===== src/rtl/cnt_pkg.sv =====
package cnt_pkg;

    typedef enum logic [1:0] {
        OP_HOLD  = 2'd0,
        OP_COUNT = 2'd1,
        OP_LOAD  = 2'd2,
        OP_CLEAR = 2'd3
    } op_e;

    typedef struct packed {
        logic rst;
        logic clear_n;
        logic preset_n;
        logic count_en;
        logic chain_en;
    } ctl_t;

    // Fixed priority: reset, clear, preset, count, hold
    function automatic op_e pick_op(input ctl_t c);
        if (c.rst || !c.clear_n) return OP_CLEAR;
        if (!c.preset_n)         return OP_LOAD;
        if (c.count_en && c.chain_en) return OP_COUNT;
        return OP_HOLD;
    endfunction

endpackage


===== src/rtl/mode_decode.sv =====
module mode_decode
    import cnt_pkg::*;
(
    input  ctl_t ctl,
    output op_e  op
);
    always_comb op = pick_op(ctl);
endmodule


===== src/rtl/count_reg.sv =====
module count_reg
    import cnt_pkg::*;
#(
    parameter int WIDTH = 4
) (
    input  logic             clk,
    input  op_e              op,
    input  logic [WIDTH-1:0] data_in,
    output logic [WIDTH-1:0] count_q
);
    localparam logic [WIDTH-1:0] STEP = WIDTH'(1);

    always_ff @(posedge clk) begin
        unique case (op)
            OP_CLEAR: count_q <= '0;
            OP_LOAD:  count_q <= data_in;
            OP_COUNT: count_q <= count_q + STEP;
            default:  count_q <= count_q;
        endcase
    end
endmodule


===== src/rtl/carry_gen.sv =====
module carry_gen #(
    parameter int WIDTH = 4
) (
    input  logic [WIDTH-1:0] count_q,
    input  logic             chain_en,
    output logic             at_top,
    output logic             carry_out
);
    always_comb begin
        at_top    = &count_q;
        carry_out = at_top & chain_en;
    end
endmodule


===== src/rtl/sync_bin_counter.sv =====
module sync_bin_counter
    import cnt_pkg::*;
#(
    parameter int WIDTH = 4
) (
    input  logic             clk,
    input  logic             rst,
    input  logic             clear_n,
    input  logic             preset_n,
    input  logic             count_en,
    input  logic             chain_en,
    input  logic [WIDTH-1:0] data_in,
    output logic [WIDTH-1:0] count_q,
    output logic             carry_out
);
    localparam logic [WIDTH-1:0] ONE  = WIDTH'(1);
    localparam logic [WIDTH-1:0] TOPV = '1;

    ctl_t ctl;
    op_e  op;
    logic at_top;

    always_comb begin
        ctl.rst      = rst;
        ctl.clear_n  = clear_n;
        ctl.preset_n = preset_n;
        ctl.count_en = count_en;
        ctl.chain_en = chain_en;
    end

    mode_decode u_dec (.ctl(ctl), .op(op));

    count_reg #(.WIDTH(WIDTH)) u_reg (
        .clk(clk), .op(op), .data_in(data_in), .count_q(count_q)
    );

    carry_gen #(.WIDTH(WIDTH)) u_carry (
        .count_q(count_q), .chain_en(chain_en),
        .at_top(at_top), .carry_out(carry_out)
    );

    // functional clear wins over preset and enables
    a_r2_clear_zero: assert property (@(posedge clk) disable iff (rst)
        !clear_n |=> count_q == '0);

    // preset loads data regardless of enables
    a_r3_preset_loads: assert property (@(posedge clk) disable iff (rst)
        clear_n && !preset_n |=> count_q == $past(data_in));

    // increment with modular wrap
    a_r4_counts_up: assert property (@(posedge clk) disable iff (rst)
        clear_n && preset_n && count_en && chain_en
        |=> count_q == $past(count_q) + ONE);

    // hold when either enable is low
    a_r5_holds: assert property (@(posedge clk) disable iff (rst)
        clear_n && preset_n && !(count_en && chain_en) |=> $stable(count_q));

    // carry only with chain enable at the top value
    a_r6_carry_gate: assert property (@(posedge clk) disable iff (rst)
        carry_out |-> chain_en && count_q == TOPV);

    // a counting step out of the carry state lands on zero
    a_r9_carry_wraps: assert property (@(posedge clk) disable iff (rst)
        carry_out && count_en && clear_n && preset_n |=> count_q == '0);
endmodule


===== config.mk =====
export PLATFORM = sky130hd
export DESIGN_NAME = sync_bin_counter
export DESIGN_NICKNAME = d
export VERILOG_FILES = /design/src/rtl/cnt_pkg.sv /design/src/rtl/mode_decode.sv /design/src/rtl/count_reg.sv /design/src/rtl/carry_gen.sv /design/src/rtl/sync_bin_counter.sv
export SDC_FILE = /design/constraint.sdc
export NUM_CORES = 1
export LEC_CHECK = 0
export BUFFER_PORTS_ARGS = -buffer_cell sky130_fd_sc_hd__buf_2
export CAP_MARGIN = 20
export CORE_AREA = 4 4 41 43
export DETAILED_ROUTE_END_ITERATION = 16
export DIE_AREA = 0 0 45 47
export GPL_TIMING_DRIVEN = 0
export PLACE_DENSITY = 0.45
export SYNTH_ARGS = -nofsm -noshare
export SYNTH_HDL_FRONTEND = slang
export SYNTH_SLANG_ARGS = --single-unit

===== constraint.sdc =====
create_clock -name clk -period 3.38 [get_ports clk]
set_input_delay 0.676 -clock clk [delete_from_list [all_inputs] [get_ports clk]]
set_output_delay 0.676 -clock clk [all_outputs]
set_load 0.02 [all_outputs]

==> results.txt <==
----------------------------------------------------
[Cells and area]
  Utilization of the core after routing ... 32.0%
  Top flop regs ... u_reg.count_q (4)
  Ant diodes ... 0
  Fraction of final layout cells with drive strength greater than 1 ... 40.4%
  Layout fillers ... 155
  Area grow syn2layout ... 36.5%
  Total Nets Final ... 63
  Total non-filler cell area in the finished layout ... 417 um^2
  Largest reg by FF count ... u_reg.count_q
  Largest register FFs ... 4

[Placed design]
  DP Wirelength ... 543 um
  Placer Congestion ... 0.643
  Area after detailed placement ... 394 um^2
  Number of buffers added on ports ... 14

[Route]
  Via density per instance ... 4.31
  Number of optimization iterations in the first detailed-route pass ... 2
  Count of vias placed by the detailed router ... 267
  DRC violation count after routing ... 0
  DRC marker count from the first detailed-route iteration ... 3
  Routed wirelength normalized by instance count ... 10.5 um
  Final antenna-violating net count ... 0
  Final Routed Wirelength ... 654 um

[Synth]
  Post-Syn Area per Cell ... 10.2 um^2
  Yosys top cell area share ... 39.3%
  Top post-synthesis cells by area ... edfxtp_1, ha_1, nor2b_1
  Cell Area, Synth ... 305 um^2
  Cell count after synthesis ... 30
  Number of library cell types mapped by synthesis ... 15
  Mapped Nets ... 44
  Synth Warn # ... 0
  #FFs+latches synth ... 4
  Sequential fraction of the synthesis area ... 39.3%
  Top cell type by total area after synthesis ... edfxtp_1

[Worst hold path]
  Number of cells traversed by the worst hold path ... 2
  Path category of the worst min-delay check ... reg -> reg

[Floorplan]
  Boundary Pins ... 15
  Die area ... 0.00212 mm^2
  Floorplan die width ... 45 um
  Initial Util ... 23.5%
  Number of core rows ... 13
  Core area ... 0.00130 mm^2
  Height of the die ... 47 um

[Job]
  Maximum Capacitance Violations ... 0

[CTS]
  Number of instances resized during post-cts repair ... 0
  Clock buffers created by TritonCTS ... 3
  CTS tree ... built
  Clock transition at path regs ... 40 ps
  Sinks on Clock Net ... 4
  Maximum buffer depth of the clock tree ... 2
  Clock root buffer ... clkbuf_4
  Clock latency on the worst-skew pair ... 230 ps
  Post-CTS repair timing setup buffer count ... 0
  Htree depth ... 1
  Hold buffers post-CTS ... 0

[Critical path]
  Worst path required time ... 2700 ps
  Crit path launch type ... flip-flop
  Arrival time reported for the critical path endpoint ... 1260 ps
  Largest fanout on the critical path ... 4
  Number of cells traversed by the worst register-to-register path ... 4
  Type of the worst setup path ... reg -> out
  Endpoint type of the worst setup path ... output pin

[STA]
  Total count of max-transition violations in the final report ... 0
  Setup-violating endpoint count in the final report ... 0
  RSZ-0062 raised after global routing ... no
  Sum Neg Setup Slack ... 0 ps
  Hold Fails Final Rpt ... 0
  Period Utilization, post-route ... 57.3%
  Worst Max-Slew Pin Slew ... 185 ps
  Crit path time final ... 1940 ps
  Maximum clock rate ... 0.516 GHz
  Worst slew margin ... 87.7%
  Final Skew ... 2.16 ps
  Worst slack on hold paths ... 666 ps

[Global routing]
  Overflow left after global routing ... 0
  Number of global-route vias before repair ... 271
  Global-route wire length before repair ... 1090 um
  Initial antenna violation count ... 0
  Pin count of the biggest net entering global routing ... 7
  GR Util All Layers ... 7.86%

[Power]
  Worst ir drop on vdd ... 0.207 mV
  Power per unit of standard cell area ... 330 mW/mm^2
  Leakage power of the design ... 0.202 nW

[Status]
  Run status ... finished, final reports clean

----------------------------------------------------
worst max-delay path: stages (launching register included):
cell      delay [ps]
edfxtp_1         440
ha_1             260
and4_2           180
buf_2            150
area by class of cell:
class / instances / area [um^2] / area share (%)
sequential: 4 / 120 / 28.8
tap: 15 / 18.8 / 4.50
clock buffer: 3 / 22.5 / 5.41
timing repair buffer: 14 / 70.1 / 16.8
multi-input combinational: 23 / 174 / 41.7
inverter: 3 / 11.3 / 2.70
cell families after synthesis:
group / after synthesis / synth area share (%)
simple gates: 15 / 30.3
fa+ha+maj: 4 / 16.4
flops: 4 / 39.3
compound gates: 3 / 7.38
buf+inv: 3 / 3.69
xor+xnor: 1 / 2.87
power breakdown:
part | internal (mW) | switching [mW] | total, mW
Sequential | 0.0568 | 0.00226 | 0.0590
Clock | 0.0396 | 0.0183 | 0.0579
Combinational | 0.0102 | 0.0106 | 0.0207
cells in the final DEF (no fill, tap or decap):
| cell | instances |
|---|---|
| nor2b_1 | 3 |
| a22oi_1 | 2 |
| inv_1 | 3 |
| nand4_1 | 1 |
| and2_1 | 2 |
| nand2_1 | 2 |
| xor2_1 | 1 |
| nand2b_1 | 1 |
| a21boi_0 | 1 |
| or3_1 | 1 |
| nand3_2 | 1 |
| and4_2 | 1 |
| clkbuf_4 | 3 |
| ha_1 | 4 |
| buf_2 | 14 |
| nand3_1 | 3 |
| edfxtp_1 | 4 |
final timing paths:
path / startpoint / end / slack [ps]
worst max-delay path: u_reg.count_q[0] / carry_out / 1440
worst min-delay path: u_reg.count_q[3] / u_reg.count_q[3] / 670
worst max register to register: u_reg.count_q[0] / u_reg.count_q[2] / 2040
worst min register to register: u_reg.count_q[3] / u_reg.count_q[3] / 670
metal layers:
metal	vias up	share of wire, %	wire [um]	global-route usage (%)
li1	142	-	-	-
met2	8	49	323	12.1
met5	-	0	0	0
met4	0	0	0	5.26
met3	0	7.0	46	4.60
met1	117	43	283	8.08
per-stage QoR:
step / setup WS, ps / power, mW / cells
after floorplan: 1540 / 0.0712 / 30
final: 1440 / 0.138 / 62
after detailed placement: 1350 / 0.0810 / 59
after global routing: 1390 / 0.149 / 62
after CTS: 1430 / 0.141 / 62
after global placement: 1370 / 0.0807 / 59
synthesized netlist by cell type:
cell type,instances
edfxtp_1,4
ha_1,4
inv_1,3
nand3_1,3
nor2b_1,3
a22oi_1,2
and2_1,2
nand2_1,2
a21boi_0,1
and4_2,1
nand2b_1,1
nand3_2,1
nand4_1,1
or3_1,1
xor2_1,1
No activity file was read; power rests on OpenSTA's default activity.
